**src/rtl/fwd_pkg.sv**
```systemverilog
package fwd_pkg;
  typedef enum logic [1:0] {
    SEL_RF    = 2'b00,
    SEL_EXMEM = 2'b01,
    SEL_MEMWB = 2'b10
  } opsel_e;
endpackage

```
**src/rtl/fwd_hit.sv**
```systemverilog
module fwd_hit #(
  parameter int REG_W = 5
) (
  input  logic [REG_W-1:0] src_i,
  input  logic [REG_W-1:0] dst_i,
  input  logic             we_i,
  output logic             hit_o
);
  // register 0 is hardwired, never a real producer
  assign hit_o = we_i && (dst_i != '0) && (dst_i == src_i);
endmodule

```
**src/rtl/fwd_opnd_sel.sv**
```systemverilog
module fwd_opnd_sel
  import fwd_pkg::*;
#(
  parameter int REG_W = 5
) (
  input  logic [REG_W-1:0] src_i,
  input  logic [REG_W-1:0] exmem_rd_i,
  input  logic             exmem_we_i,
  input  logic [REG_W-1:0] memwb_rd_i,
  input  logic             memwb_we_i,
  output opsel_e           sel_o
);
  logic hit_em, hit_mw;

  fwd_hit #(.REG_W(REG_W)) i_hit_em (
    .src_i(src_i), .dst_i(exmem_rd_i), .we_i(exmem_we_i), .hit_o(hit_em)
  );
  fwd_hit #(.REG_W(REG_W)) i_hit_mw (
    .src_i(src_i), .dst_i(memwb_rd_i), .we_i(memwb_we_i), .hit_o(hit_mw)
  );

  // newer result wins
  always_comb begin
    if (hit_em)      sel_o = SEL_EXMEM;
    else if (hit_mw) sel_o = SEL_MEMWB;
    else             sel_o = SEL_RF;
  end
endmodule

```
**src/rtl/fwd_store_sel.sv**
```systemverilog
module fwd_store_sel #(
  parameter int REG_W = 5
) (
  input  logic             store_i,
  input  logic [REG_W-1:0] src_i,
  input  logic [REG_W-1:0] memwb_rd_i,
  input  logic             memwb_we_i,
  output logic             sel_o
);
  logic hit_mw;

  fwd_hit #(.REG_W(REG_W)) i_hit_mw (
    .src_i(src_i), .dst_i(memwb_rd_i), .we_i(memwb_we_i), .hit_o(hit_mw)
  );

  assign sel_o = store_i && hit_mw;
endmodule

```
**src/rtl/fwd_unit.sv**
```systemverilog
module fwd_unit
  import fwd_pkg::*;
#(
  parameter int REG_W = 5
) (
  input  logic [REG_W-1:0] ex_rs1_i,
  input  logic [REG_W-1:0] ex_rs2_i,
  input  logic             mem_store_i,
  input  logic [REG_W-1:0] mem_rs2_i,
  input  logic [REG_W-1:0] exmem_rd_i,
  input  logic             exmem_we_i,
  input  logic [REG_W-1:0] memwb_rd_i,
  input  logic             memwb_we_i,
  output logic [1:0]       sel_a_o,
  output logic [1:0]       sel_b_o,
  output logic             st_sel_o
);
  localparam int NUM_OPND = 2;

  logic [REG_W-1:0] src [NUM_OPND];
  opsel_e           sel [NUM_OPND];

  assign src[0] = ex_rs1_i;
  assign src[1] = ex_rs2_i;

  for (genvar g = 0; g < NUM_OPND; g++) begin : g_opnd
    fwd_opnd_sel #(.REG_W(REG_W)) i_opnd (
      .src_i      (src[g]),
      .exmem_rd_i (exmem_rd_i),
      .exmem_we_i (exmem_we_i),
      .memwb_rd_i (memwb_rd_i),
      .memwb_we_i (memwb_we_i),
      .sel_o      (sel[g])
    );

    always_comb begin
      if (sel[g] == SEL_EXMEM)
        AST_EXMEM_SRC: assert (exmem_we_i && exmem_rd_i == src[g]);
      if (sel[g] == SEL_MEMWB)
        AST_MEMWB_NEWER: assert (memwb_we_i && memwb_rd_i == src[g] &&
                                 !(exmem_we_i && exmem_rd_i == src[g]));
      if (sel[g] != SEL_RF)
        AST_NO_R0: assert (src[g] != '0);
      AST_SEL_LEGAL: assert (sel[g] != opsel_e'(2'b11));
    end
  end

  fwd_store_sel #(.REG_W(REG_W)) i_st (
    .store_i    (mem_store_i),
    .src_i      (mem_rs2_i),
    .memwb_rd_i (memwb_rd_i),
    .memwb_we_i (memwb_we_i),
    .sel_o      (st_sel_o)
  );

  always_comb begin
    if (st_sel_o)
      AST_ST_PATH: assert (mem_store_i && memwb_we_i && mem_rs2_i != '0 &&
                           memwb_rd_i == mem_rs2_i);
  end

  assign sel_a_o = sel[0];
  assign sel_b_o = sel[1];
endmodule

```
**config.mk**
```make
export PLATFORM = sky130hd
export DESIGN_NAME = fwd_unit
export DESIGN_NICKNAME = d
export VERILOG_FILES = /design/src/rtl/fwd_pkg.sv /design/src/rtl/fwd_hit.sv /design/src/rtl/fwd_opnd_sel.sv /design/src/rtl/fwd_store_sel.sv /design/src/rtl/fwd_unit.sv
export SDC_FILE = /design/constraint.sdc
export NUM_CORES = 1
export LEC_CHECK = 0
export ABC_AREA = 0
export BUFFER_PORTS_ARGS = -buffer_cell sky130_fd_sc_hd__buf_2
export CAP_MARGIN = 20
export CORE_AREA = 8 8 45 47
export DETAILED_ROUTE_END_ITERATION = 6
export DIE_AREA = 0 0 53 55
export SLEW_MARGIN = 20
export SYNTH_ARGS = -nofsm -noshare
export SYNTH_HDL_FRONTEND = slang
export SYNTH_SLANG_ARGS = --single-unit
export TNS_END_PERCENT = 100
```
**constraint.sdc**
```tcl
create_clock -name vclk -period 4.45
set_input_delay 0.89 -clock vclk [all_inputs]
set_output_delay 0.89 -clock vclk [all_outputs]
set_load 0.01 [all_outputs]
```
# Word-level counts from Yosys, hierarchy flattened
# Cells that the tools add are included.
[totals] register_bits=0 input_bits=28 output_inout_bits=5 word_cells=19
[classes] eq_ne=5 n_mux=4 reduce_logical=10
[op_table] operator="$eq A5 B5 Y1" n=5
[op_table] operator="$reduce_bool A5 Y1" n=2
[op_table] operator="$logic_and A1 B1 Y1" n=8
[op_table] operator="$mux W2" n=4

# Depth between registers and ports, before layout
[depth] word_depth=5 depth_mapped=4 mapped_depth_nobuf=4

# Hierarchy
# From an unflattened synthesis, not the netlist that was laid out.
[unflattened] cells_unflattened=55 area_unflattened_um2=430.4
[by_module_without_submodules] module="fwd_hit" instances=5 cells_each=10 area_per_inst_um2=76.3 seq_area_each_um2=0.0
[by_module_without_submodules] module="fwd_opnd_sel" instances=2 cells_each=2 area_per_inst_um2=21.3 seq_area_each_um2=0.0
[by_module_without_submodules] module="fwd_store_sel" instances=1 cells_each=1 area_per_inst_um2=6.3 seq_area_each_um2=0.0

# Worst setup path before layout
# Ideal clock, no wire load.
[synth_timing] path_kind="in2out" from="input exmem_rd_i[4]" to="output sel_a_o[1]" arrival_time_ns=1.871 t_required_ns=3.560 path_slack_ns=1.689 stages=4 path_buffers=0 cell_sequence="or4_1 o21ai_2 nor4_1 nor3_2"
[synth_between] elab_chain_cells=4 elab_cells_between_ends=5 classes_between="1 x eq/ne; 1 x mux; 3 x reduce/logical"
[synth_rtl] element="from (decl)" line_no="fwd_unit.sv:10" rtl="input logic [REG_W-1:0] exmem_rd_i,"
[synth_rtl] element="$reduce_bool A5 Y1" line_no="fwd_hit.sv:10" rtl="assign hit_o = we_i && (dst_i != '0) && (dst_i == src_i);"
[synth_rtl] element="$logic_and A1 B1 Y1" line_no="fwd_hit.sv:10"
[synth_rtl] element="$logic_and A1 B1 Y1 *" line_no="fwd_hit.sv:10"
[synth_rtl] element="via g_opnd[0].i_opnd.hit_em" line_no="fwd_opnd_sel.sv:13" rtl="logic hit_em, hit_mw;"
[synth_rtl] element="$mux W2 *" line_no="fwd_opnd_sel.sv:24" rtl="if (hit_em) sel_o = SEL_EXMEM;"
[synth_rtl] element="to (decl)" line_no="fwd_unit.sv:14" rtl="output logic [1:0] sel_a_o,"
# The timed path passes the listed nets; every way through them passes the cells marked *.

# Final worst setup path
[layout_timing] from="input exmem_rd_i[4]" to="output sel_a_o[1]"
[layout_between] elab_chain_cells=4 elab_cells_between_ends=5 classes_between="1 x eq/ne; 1 x mux; 3 x reduce/logical"
[layout_rtl] element="$reduce_bool A5 Y1" line_no="fwd_hit.sv:10"
[layout_rtl] element="$logic_and A1 B1 Y1" line_no="fwd_hit.sv:10"
[layout_rtl] element="$logic_and A1 B1 Y1 *" line_no="fwd_hit.sv:10"
[layout_rtl] element="$mux W2 *" line_no="fwd_opnd_sel.sv:24"
# Every way passes the cells marked *; elsewhere a longest branch is shown, timed or not.

==> flow_summary.html <==
<table>
<tr><th>Metric</th><th>Value</th></tr>
<tr><th colspan="2">Global route</th></tr>
<tr><td>Routing layer with the top usage in global route</td><td>met2</td></tr>
<tr><td>Vias in the first global route</td><td>around 370</td></tr>
<tr><td>Antenna violations before repair</td><td>0</td></tr>
<tr><td>Met2 Track Usage GR</td><td>a little over a tenth</td></tr>
<tr><td>All-layer global routing usage</td><td>under 10%</td></tr>
<tr><td>Met3 Track Usage GR</td><td>between 2 and 2.5%</td></tr>
<tr><td>First-pass GRT wire length</td><td>1520 µm</td></tr>
<tr><td>Largest net degree at the start of global routing</td><td>5</td></tr>
<tr><td>Fraction of met1 tracks used by global routing</td><td>8.30%</td></tr>
<tr><td>Leftover overflow at the end of global routing</td><td>0</td></tr>
<tr><th colspan="2">Layout</th></tr>
<tr><td>Fill cell instance count of the final layout</td><td>about 150</td></tr>
<tr><td>Count of antenna diodes in the layout</td><td>0</td></tr>
<tr><td>Clock buffer count in the final layout</td><td>0</td></tr>
<tr><td>NumNets Final</td><td>between 100 and 150</td></tr>
<tr><td>Final cell utilization of the core</td><td>a little under two fifths</td></tr>
<tr><td>Storage element area</td><td>0 µm²</td></tr>
<tr><td>Final standard cell count with taps included and fillers excluded</td><td>roughly 90</td></tr>
<tr><td>Area delta synth-&gt;final</td><td>49.5%</td></tr>
<tr><td>Share of layout cells above drive strength 1</td><td>between 40% and 50%</td></tr>
<tr><td>Number of flip-flops and latches</td><td>0</td></tr>
<tr><th colspan="2">Logic synthesis</th></tr>
<tr><td>Synth Cell Area</td><td>344 µm²</td></tr>
<tr><td>Synthesized instance count</td><td>44</td></tr>
<tr><td>Area contributors post-synth</td><td>sky130_fd_sc_hd__xnor2_1 (38%), sky130_fd_sc_hd__xor2_1 (25%), sky130_fd_sc_hd__nand3_1 (5.8%), sky130_fd_sc_hd__nor3_2 (5.8%), sky130_fd_sc_hd__o21ai_2 (5.1%)</td></tr>
<tr><td>Number of nets in the synthesized netlist</td><td>72</td></tr>
<tr><td>Biggest area consumer among synthesized cells</td><td>sky130_fd_sc_hd__xnor2_1</td></tr>
<tr><td>Synth Warn #</td><td>0</td></tr>
<tr><td>Register area share after synthesis</td><td>0%</td></tr>
<tr><td>Fraction of synthesized cell area taken by the top area cell type</td><td>between 30% and 40%</td></tr>
<tr><td>Most numerous cell in the Yosys netlist</td><td>sky130_fd_sc_hd__xnor2_1</td></tr>
<tr><td>Average cell area after synthesis</td><td>between 7 and 8 µm²</td></tr>
<tr><td>Top cells by count, synth</td><td>sky130_fd_sc_hd__xnor2_1 (15), sky130_fd_sc_hd__xor2_1 (10), sky130_fd_sc_hd__nand3_1 (4)</td></tr>
<tr><td>Library cells used by synthesis</td><td>11</td></tr>
<tr><th colspan="2">Critical path</th></tr>
<tr><td>Crit Path Category</td><td>primary input to output port</td></tr>
<tr><td>Critical Path Fanout Max</td><td>3</td></tr>
<tr><td>Worst path top cell family by delay</td><td>simple AND/OR/NAND/NOR gates</td></tr>
<tr><td>Buf/Inv on CP</td><td>2</td></tr>
<tr><td>Launching element type of the critical path</td><td>primary input</td></tr>
<tr><td>CP max-delay cell</td><td>sky130_fd_sc_hd__or4_1</td></tr>
<tr><td>Critical Path Most Common Cell</td><td>sky130_fd_sc_hd__buf_2</td></tr>
<tr><td>Critical path launch point</td><td>exmem_rd_i[4]</td></tr>
<tr><td>Signal arrival time at the worst endpoint</td><td>2.10 ns</td></tr>
<tr><td>Category of the worst setup path capture point</td><td>output port</td></tr>
<tr><td>Cell chain of the critical path</td><td>buf_2 -&gt; or4_1 -&gt; o21ai_2 -&gt; nor4_1 -&gt; nor3_2 -&gt; buf_2</td></tr>
<tr><td>Worst endpoint required time</td><td>3.56 ns</td></tr>
<tr><td>Max stage delay on crit path</td><td>0.53 ns</td></tr>
<tr><th colspan="2">Timing</th></tr>
<tr><td>Post-route clock period utilization</td><td>about two thirds</td></tr>
<tr><td>Total Negative Setup Slacks</td><td>0 ns</td></tr>
<tr><td>Peak Freq</td><td>335 MHz</td></tr>
<tr><td>RSZ-0062 raised after global routing</td><td>false</td></tr>
<tr><td>Count of final max-slew check failures</td><td>0</td></tr>
<tr><td>Final-report hold violation count</td><td>0</td></tr>
<tr><td>Smallest setup slack after layout</td><td>1.46 ns</td></tr>
<tr><td>Relative slew slack</td><td>a little under three quarters</td></tr>
<tr><td>Post-layout min period</td><td>2.99 ns</td></tr>
<tr><td>Least-Margin Pin Slew</td><td>~0.43 ns</td></tr>
<tr><td>Setup violations, final</td><td>0</td></tr>
<tr><th colspan="2">Place</th></tr>
<tr><td>Worst slack, placed</td><td>about 1.5 ns</td></tr>
<tr><td>Final Wtd Congestion</td><td>roughly 0.71</td></tr>
<tr><td>Inst Count DP</td><td>a little over 90</td></tr>
<tr><td>Port Buffer Count</td><td>33</td></tr>
<tr><td>HPWL after detailed placement</td><td>1070 µm</td></tr>
<tr><th colspan="2">Power and ir drop</th></tr>
<tr><td>Overall power of the completed layout</td><td>roughly 0.045 mW</td></tr>
<tr><td>Max VDD drop</td><td>between 0.00003 and 0.00004 V</td></tr>
<tr><td>Leak</td><td>about 0.23 nW</td></tr>
<tr><td>Power density over the cells</td><td>88.4 nW/µm²</td></tr>
<tr><th colspan="2">Detailed routing</th></tr>
<tr><td>Final routed wirelength across all metal layers</td><td>around 1100 µm</td></tr>
<tr><td>Vias per cell</td><td>approximately 4.4</td></tr>
<tr><td>Count of vias placed by the detailed router</td><td>about 400</td></tr>
<tr><td>Detailed-router iteration count before antenna repair</td><td>4</td></tr>
<tr><td>Detailed Route Iter0 Violations</td><td>7</td></tr>
<tr><td>Remaining antenna violation count</td><td>0</td></tr>
<tr><td>Detailed-route DRC error count</td><td>0</td></tr>
<tr><td>Detailed-route wire length per cell</td><td>12.4 µm</td></tr>
<tr><th colspan="2">Floorplanning</th></tr>
<tr><td>Starting density of the core</td><td>between 20% and 30%</td></tr>
<tr><td>Number of top-level design ports</td><td>33</td></tr>
<tr><td>Die extent in x</td><td>roughly 53 µm</td></tr>
<tr><td>Standard-cell row count</td><td>14</td></tr>
<tr><td>Die area</td><td>between 2000 and 3000 µm²</td></tr>
<tr><td>Standard cell core area</td><td>~1400 µm²</td></tr>
<tr><td>Die extent in y</td><td>between 50 and 60 µm</td></tr>
<tr><th colspan="2">Flow run</th></tr>
<tr><td>Max Cap Violations</td><td>0</td></tr>
<tr><th colspan="2">Hold path</th></tr>
<tr><td>Worst Hold Class</td><td>primary input to output port</td></tr>
<tr><td>Critical hold path startpoint</td><td>mem_store_i</td></tr>
<tr><th colspan="2">Clocking</th></tr>
<tr><td>Number of instances resized during post-cts repair</td><td>0</td></tr>
<tr><td>Number of setup buffers added after CTS</td><td>0</td></tr>
<tr><td>Hold Buf Count CTS</td><td>0</td></tr>
<tr><th colspan="2">Run status</th></tr>
<tr><td>Outcome</td><td>finished clean</td></tr>
</table>
-- metrics by stage --
step / area (µm²) / hold WS [ns]
after floorplan: 344 / 1.87
after global placement: 514 / 2.08
after detailed placement: 514 / 2.09
after CTS: 514 / 2.09
after global routing: 514 / 2.11
final: 514 / 2.08
-- cell usage in the layout (no fill, tap or decap), drive strengths merged --
cell,n
buf,33
nand2,1
nand3,4
nand4,1
nor3,5
nor4,2
o21ai,2
or4,2
xnor2,15
xor2,10
-- final cells by class --
| type | instances | area (µm²) | area share [%] |
|---|---|---|---|
| repair buffers | 33 | 165 | 32.1 |
| well taps | 16 | 20.0 | 3.89 |
| multi-input cells | 42 | 329 | 64.0 |
-- path summary, 6_finish.rpt --
path / to / slack [ns] / cells past startpoint
setup / recovery: sel_a_o[1] / 1.46 / 6
hold / removal: st_sel_o / 2.08 / 4
-- routing by layer --
| layer | routed length [µm] | part of all wire (%) |
|---|---|---|
| met5 | 0 | 0 |
| met4 | 0 | 0 |
| met3 | 118 | 10 |
| met2 | 556 | 49 |
| met1 | 455 | 40 |
-- power by group --
group          total [mW]  switching, mW  internal, mW
Combinational      0.0455         0.0213        0.0242
Sequential              0              0             0
Clock                   0              0             0
Total              0.0455         0.0213        0.0242
-- logic make-up (layout without fill, tap and decap cells) --
group | count (synthesis) | in the layout | synth area share [%]
XOR/XNOR | 25 | 25 | 63.6
AND/OR/NAND/NOR | 15 | 15 | 26.9
AO/OA/AOI/OAI | 2 | 2 | 5.09
buffers and inverters | 2 | 33 | 4.36
Note: power is estimated with default switching activity, not from simulation.
